==> src/rtl/cbt_pkg.sv <==
package cbt_pkg;

    localparam int BRP_LO_W = 6;
    localparam int SJW_W    = 2;
    localparam int TS1_W    = 4;
    localparam int TS2_W    = 3;
    localparam int EXT_W    = 4;
    localparam int PRE_W    = BRP_LO_W + EXT_W;
    localparam int QCNT_W   = (TS1_W > TS2_W) ? TS1_W : TS2_W;

    typedef struct packed {
        logic [TS2_W-1:0]    ts2;
        logic [TS1_W-1:0]    ts1;
        logic [SJW_W-1:0]    sjw;
        logic [BRP_LO_W-1:0] brp;
    } timing_t;

    localparam int TIM_W = $bits(timing_t);

    typedef enum logic [1:0] {
        SEG_HALT = 2'd0,
        SEG_SYNC = 2'd1,
        SEG_PH1  = 2'd2,
        SEG_PH2  = 2'd3
    } seg_state_e;

    localparam logic [1:0] ADDR_CTRL   = 2'd0;
    localparam logic [1:0] ADDR_TIMING = 2'd1;
    localparam logic [1:0] ADDR_EXT    = 2'd2;

    localparam int CTRL_HALT_BIT   = 0;
    localparam int CTRL_UNLOCK_BIT = 6;

endpackage

==> src/rtl/cbt_regs.sv <==
module cbt_regs
    import cbt_pkg::*;
#(
    parameter int             DATA_W    = 16,
    parameter logic [TIM_W-1:0] TIM_RESET = 15'h2301,
    parameter logic [EXT_W-1:0] EXT_RESET = '0
) (
    input  logic              clk,
    input  logic              rst_n,
    input  logic              wr_en,
    input  logic [1:0]        wr_addr,
    input  logic [DATA_W-1:0] wr_data,
    output logic              halt_q,
    output logic              unlock_q,
    output timing_t           tim_q,
    output logic [EXT_W-1:0]  ext_q
);

    logic open_gate;

    // configuration may change only while halted and unlocked
    assign open_gate = halt_q && unlock_q;

    always_ff @(posedge clk or negedge rst_n) begin
        if (!rst_n) begin
            halt_q   <= 1'b1;
            unlock_q <= 1'b0;
            tim_q    <= timing_t'(TIM_RESET);
            ext_q    <= EXT_RESET;
        end else if (wr_en) begin
            case (wr_addr)
                ADDR_CTRL: begin
                    halt_q   <= wr_data[CTRL_HALT_BIT];
                    unlock_q <= wr_data[CTRL_UNLOCK_BIT];
                end
                ADDR_TIMING: begin
                    if (open_gate) tim_q <= timing_t'(wr_data[TIM_W-1:0]);
                end
                ADDR_EXT: begin
                    if (open_gate) ext_q <= wr_data[EXT_W-1:0];
                end
                default: ;
            endcase
        end
    end

    // a locked register file keeps its timing contents
    a_r3_locked_hold: assert property (@(posedge clk) disable iff (!rst_n)
        !(halt_q && unlock_q) |=> ($stable(tim_q) && $stable(ext_q)));

endmodule

==> src/rtl/cbt_prescaler.sv <==
module cbt_prescaler #(
    parameter int PW = 10
) (
    input  logic          clk,
    input  logic          rst_n,
    input  logic          run,
    input  logic [PW-1:0] presc,
    output logic          tq_en
);

    logic [PW-1:0] cnt;

    always_ff @(posedge clk or negedge rst_n) begin
        if (!rst_n) begin
            cnt <= '0;
        end else if (!run) begin
            cnt <= '0;
        end else if (cnt == presc) begin
            cnt <= '0;
        end else begin
            cnt <= cnt + 1'b1;
        end
    end

    assign tq_en = run && (cnt == presc);

    // counter never runs past the programmed terminal value
    a_r5_cnt_bounded: assert property (@(posedge clk) disable iff (!rst_n)
        run |-> (cnt <= presc));

    // with a prescaler above zero, pulses are separated
    a_r5_pulse_gap: assert property (@(posedge clk) disable iff (!rst_n)
        (tq_en && presc != '0) |=> !tq_en);

endmodule

==> src/rtl/cbt_seg_fsm.sv <==
module cbt_seg_fsm
    import cbt_pkg::*;
(
    input  logic             clk,
    input  logic             rst_n,
    input  logic             halt_q,
    input  logic             tq_en,
    input  logic [TS1_W-1:0] ts1_eff,
    input  logic [TS2_W-1:0] ts2,
    output seg_state_e       state,
    output logic             run,
    output logic             sample,
    output logic             bit_end
);

    seg_state_e        nstate;
    logic [QCNT_W-1:0] qcnt;
    logic [QCNT_W-1:0] nqcnt;
    logic              ph1_last;
    logic              ph2_last;

    assign ph1_last = (qcnt == QCNT_W'(ts1_eff));
    assign ph2_last = (qcnt == QCNT_W'(ts2));

    always_comb begin
        nstate = state;
        nqcnt  = qcnt;
        unique case (state)
            SEG_HALT: begin
                if (!halt_q) begin
                    nstate = SEG_SYNC;
                    nqcnt  = '0;
                end
            end
            SEG_SYNC: begin
                if (tq_en) begin
                    nstate = SEG_PH1;
                    nqcnt  = '0;
                end
            end
            SEG_PH1: begin
                if (tq_en) begin
                    if (ph1_last) begin
                        nstate = SEG_PH2;
                        nqcnt  = '0;
                    end else begin
                        nqcnt = qcnt + 1'b1;
                    end
                end
            end
            SEG_PH2: begin
                if (tq_en) begin
                    if (ph2_last) begin
                        nstate = SEG_SYNC;
                        nqcnt  = '0;
                    end else begin
                        nqcnt = qcnt + 1'b1;
                    end
                end
            end
        endcase
        if (halt_q) begin
            nstate = SEG_HALT;
            nqcnt  = '0;
        end
    end

    always_ff @(posedge clk or negedge rst_n) begin
        if (!rst_n) begin
            state <= SEG_HALT;
            qcnt  <= '0;
        end else begin
            state <= nstate;
            qcnt  <= nqcnt;
        end
    end

    always_comb begin
        run     = (state != SEG_HALT) && !halt_q;
        sample  = tq_en && (state == SEG_PH1) && ph1_last;
        bit_end = tq_en && (state == SEG_PH2) && ph2_last;
    end

    // sample strobe lasts a single cycle
    a_r7_sample_single: assert property (@(posedge clk) disable iff (!rst_n)
        sample |=> !sample);

    // the two strobes never coincide
    a_r8_strobes_exclusive: assert property (@(posedge clk) disable iff (!rst_n)
        $onehot0({sample, bit_end}));

    // a bit end is followed by the sync quantum
    a_r8_end_to_sync: assert property (@(posedge clk) disable iff (!rst_n)
        bit_end |=> (state == SEG_SYNC));

    // nothing ticks while halted
    a_r9_quiet_in_halt: assert property (@(posedge clk) disable iff (!rst_n)
        halt_q |-> (!tq_en && !sample && !bit_end));

    // release from halt enters sync
    a_r9_restart_sync: assert property (@(posedge clk) disable iff (!rst_n)
        (state == SEG_HALT && !halt_q) |=> (state == SEG_SYNC));

endmodule

==> src/rtl/cbt_top.sv <==
module cbt_top
    import cbt_pkg::*;
#(
    parameter int              DATA_W    = 16,
    parameter logic [TIM_W-1:0] TIM_RESET = 15'h2301,
    parameter logic [EXT_W-1:0] EXT_RESET = '0
) (
    input  logic              clk,
    input  logic              rst_n,
    input  logic              wr_en,
    input  logic [1:0]        wr_addr,
    input  logic [DATA_W-1:0] wr_data,
    output logic              rd_halt,
    output logic              rd_unlock,
    output logic [DATA_W-1:0] rd_timing,
    output logic [EXT_W-1:0]  rd_ext,
    output logic [SJW_W-1:0]  sjw,
    output logic              tq_en,
    output logic [1:0]        seg_state,
    output logic              sample_strobe,
    output logic              bit_end_strobe
);

    timing_t          tim_q;
    logic [EXT_W-1:0] ext_q;
    logic             halt_q;
    logic             unlock_q;
    logic [PRE_W-1:0] presc;
    logic [TS1_W-1:0] ts1_eff;
    logic             run;
    seg_state_e       state;

    cbt_regs #(
        .DATA_W   (DATA_W),
        .TIM_RESET(TIM_RESET),
        .EXT_RESET(EXT_RESET)
    ) u_regs (
        .clk     (clk),
        .rst_n   (rst_n),
        .wr_en   (wr_en),
        .wr_addr (wr_addr),
        .wr_data (wr_data),
        .halt_q  (halt_q),
        .unlock_q(unlock_q),
        .tim_q   (tim_q),
        .ext_q   (ext_q)
    );

    assign presc   = {ext_q, tim_q.brp};
    // first segment is clamped to at least two quanta
    assign ts1_eff = (tim_q.ts1 == '0) ? TS1_W'(1) : tim_q.ts1;

    cbt_prescaler #(
        .PW(PRE_W)
    ) u_presc (
        .clk  (clk),
        .rst_n(rst_n),
        .run  (run),
        .presc(presc),
        .tq_en(tq_en)
    );

    cbt_seg_fsm u_fsm (
        .clk    (clk),
        .rst_n  (rst_n),
        .halt_q (halt_q),
        .tq_en  (tq_en),
        .ts1_eff(ts1_eff),
        .ts2    (tim_q.ts2),
        .state  (state),
        .run    (run),
        .sample (sample_strobe),
        .bit_end(bit_end_strobe)
    );

    assign rd_halt   = halt_q;
    assign rd_unlock = unlock_q;
    assign rd_timing = DATA_W'(tim_q);
    assign rd_ext    = ext_q;
    assign sjw       = tim_q.sjw;
    assign seg_state = state;

    // sample only inside the first segment, bit end only inside the second
    a_r10_strobe_states: assert property (@(posedge clk) disable iff (!rst_n)
        (sample_strobe |-> seg_state == 2'd2) and (bit_end_strobe |-> seg_state == 2'd3));

endmodule

==> config.mk <==
export PLATFORM = sky130hd
export DESIGN_NAME = cbt_top
export DESIGN_NICKNAME = d
export VERILOG_FILES = /design/src/rtl/cbt_pkg.sv /design/src/rtl/cbt_regs.sv /design/src/rtl/cbt_prescaler.sv /design/src/rtl/cbt_seg_fsm.sv /design/src/rtl/cbt_top.sv
export SDC_FILE = /design/constraint.sdc
export NUM_CORES = 1
export LEC_CHECK = 0
export BUFFER_PORTS_ARGS = -buffer_cell sky130_fd_sc_hd__buf_2
export CORE_MARGIN = 2
export CORE_UTILIZATION = 52
export DETAILED_ROUTE_END_ITERATION = 8
export PLACE_DENSITY = 0.78
export SETUP_SLACK_MARGIN = 0.5
export SYNTH_ARGS = -nofsm -noshare
export SYNTH_HDL_FRONTEND = slang
export SYNTH_SLANG_ARGS = --single-unit
==> constraint.sdc <==
create_clock -name clk -period 2.33 [get_ports clk]
set_input_delay 0.699 -clock clk [delete_from_list [all_inputs] [get_ports clk]]
set_output_delay 0.699 -clock clk [all_outputs]
set_load 0.05 [all_outputs]
==> results.ini <==
[cts]
postCtsHoldBufs = 0
cts_root_buf = clkbuf_8
cts_inserted_buffers = 5
clk_pin_slew_worst_paths_ns = 0.08
cts_buffer_depth = 2
h-tree-depth = 2
clock_latency_ns = 0.30
clkSinkCount = 37
cts_tree = done

[critical_path]
required_ns = 1.63
r2r_cells = 9
r2r_start = u_regs.tim_q[1]
max_stage_delay_ns = 0.43
end_kind = output port
crit_family = simple AND/OR/NAND/NOR gates
r2r_end = u_fsm.qcnt[0]
critPathLaunchType = flop
cp_max_fo = 3
r2r_slack_ns = 0.19
crit_slowest_cell = dfrtp_2
path_buf_inv = 2
critPathKind = flop to output port
crit_path_start = u_regs.tim_q[1]
worstPathArrival_ns = 1.87
crit_path_cell_trace = xor2_1 > nor4_2 > buf_4 > nand4_4 > nor4b_4 > buf_6

[synth]
syn_area_per_cell_sq_um = 12.1
ys_warn_count = 0
synth_cell_types = 40
synthCells = 163
ys.flop_type = dfrtp_1
ys_ff_latch = 37
synth_nets = 191
syn_area_sq_mm = 0.00197
synth_edf_count = 0
yosysSeqAreaShare_pct = 47.4
ys_async_sr_fraction_pct = 100

[timing]
slew_headroom_pct = 46.7
min_period_ns = 2.57
fin_ws_ns = -0.238
max_freq_mhz = 389
setup_viol = 3
min_period_over_period_pct = 110
rsz0062_at_grt = true
tightest_slew_ns = 0.800
clock_skew_ns = 0.00244
maxSlewViolCount = 0
hold_viol_final = 0

[floorplanning]
die_area_sq_mm = 0.00429
ios = 50
die_w_microns = 65.5
start_util_pct = 53.7
core_sq_mm = 0.00366
rows = 22
die_h_microns = 65.5

[outcome]
violations = negative setup slack
status = complete, but fails checks

[global_route]
antenna_found_initial = 0
grt_pass1_vias = 1567
grt_pass1_wl_microns = 7540
grt.overflow.total = 0
track_usage_pct = 24.0
grt_max_degree = 38

[final_layout]
area_growth_pct = 39.3
drive_gt1_share_pct = 57.2
n_antenna_cell = 0
final_common_cell = buf_2
fin_cells = 291
final_cell_mix = buf_2 (39), buf_4 (31), dfrtp_1 (22)
final_core_util_pct = 74.8
fin_nets = 270

[hold_path]
hp-class = primary input to async pin

[routing]
drcViolationCount = 0
wl_microns = 4720
routedWlPerCell_microns = 16.2
wl_met1_microns = 2120
ant_nets = 0
first_iter_violations = 58
num_vias = 1540
firstDrtPassIters = 4
viasPerCell = 5.29
highest_layer = met4
wl_met3_microns = 161
wl_met2_microns = 2360

[power]
pwr_density_cell_mw_per_mm2 = 1260
leakage_nw = 1.37
max-vdd-ir-drop_mv = 0.969

[placement]
gp_congestion = 0.820
dp_hpwl_microns = 3440
dpl.cell_count = 276
io_buffers = 47
pre_cts_ws_ns = -0.0993

[job]
max_cap_viol_count = 0

==> synth_stat cells, types with 2 or more instances <==
| cell type | number | share of area [%] |
|---|---|---|
| dfrtp_1 | 32 | 41 |
| xor2_1 | 16 | 7.1 |
| nor2_1 | 15 | 2.9 |
| mux2_2 | 11 | 6.3 |
| mux2_1 | 10 | 5.7 |
| xnor2_1 | 8 | 3.6 |
| ha_1 | 7 | 4.5 |
| nand3_1 | 7 | 1.8 |
| and3_1 | 5 | 1.6 |
| dfstp_2 | 5 | 6.7 |
| inv_1 | 5 | 0.95 |
| nand2_1 | 4 | 0.76 |
| buf_4 | 3 | 1.1 |
| nor3b_1 | 3 | 1.1 |
| a221o_1 | 2 | 1.0 |
| and2_1 | 2 | 0.64 |
| buf_2 | 2 | 0.51 |
| nor4b_1 | 2 | 0.89 |
| o211a_1 | 2 | 1.0 |
| o32ai_1 | 2 | 0.89 |
==> cell families (layout without fill, tap and decap cells) <==
family	count (synthesis)	in the layout	share of synthesized area (%)
and+or+nand+nor	49	49	15.1
AOI/OAI and AO/OA	13	13	7.19
xor gates and xnor gates	24	24	10.7
adders and majority gates	7	7	4.46
other	1	1	0.191
DFF	37	37	47.4
buffers and inverters	11	91	2.86
muxes	21	21	12.0
==> registers in the layout, summed over array words and instances (netlist names) <==
name	flops
u_fsm.qcnt	4
u_fsm.state	2
u_presc.cnt	10
u_regs.ext_q	4
u_regs.halt_q	1
u_regs.tim_q	15
u_regs.unlock_q	1
==> metal layers <==
metal,global-route usage (%),vias to the layer above
li1,-,729
met1,30.1,766
met2,40.2,38
met3,6.34,7
met4,8.07,0
met5,0,-
==> per-stage QoR <==
step	hold WS, ns	total power, W	cell area [sq um]	setup TNS [ns]
global route	0.545	0.00359	2740	-0.806
CTS	0.523	0.00341	2720	-0.595
finish	0.484	0.00344	2740	-0.548
floorplan	0.403	0.00231	2080	-0.471
global placement	0.507	0.00273	2500	-0.0720
detailed placement	0.526	0.00281	2500	-0.170
==> how the worst max path moves through the flow <==
stage	to	slack [ns]	cells past startpoint
after floorplan	sample_strobe	-0.28	4
after global placement	sample_strobe	-0.06	5
after detailed placement	sample_strobe	-0.1	5
after CTS	sample_strobe	-0.25	5
after global routing	sample_strobe	-0.33	6
final	sample_strobe	-0.24	6
==> power breakdown <==
part	internal (W)	switching, W
registers	0.000857	0.000187
clock network	0.000206	0.000241
logic	0.000731	0.00122
total	0.00179	0.00164
==> timing repair <==
action | CTS | global route
pin swaps | 4 | 2
buffers inserted | 5 | 2
setup endpoints to repair | 12 | 12
gates resized for setup | 22 | 2
==> worst reg2reg max path, delay by kind of cell, from the launching register on <==
family,cells,cell delay [ns]
buffers and inverters,4,0.59
flip-flops,1,0.43
AO/OA/AOI/OAI,1,0.34
AND/OR/NAND/NOR,2,0.34
multiplexers,1,0.21
XOR/XNOR,1,0.17
==> layout make-up <==
class | instances | area (sq um)
fill | 232 | 922
tap | 48 | 60.1
clock inverter | 3 | 17.5
sequential | 37 | 945
multi-input combinational | 115 | 1110
timing repair buffer | 77 | 514
inverter | 6 | 23.8
clock buffer | 5 | 68.8
No activity file was read; power rests on OpenSTA's default activity.
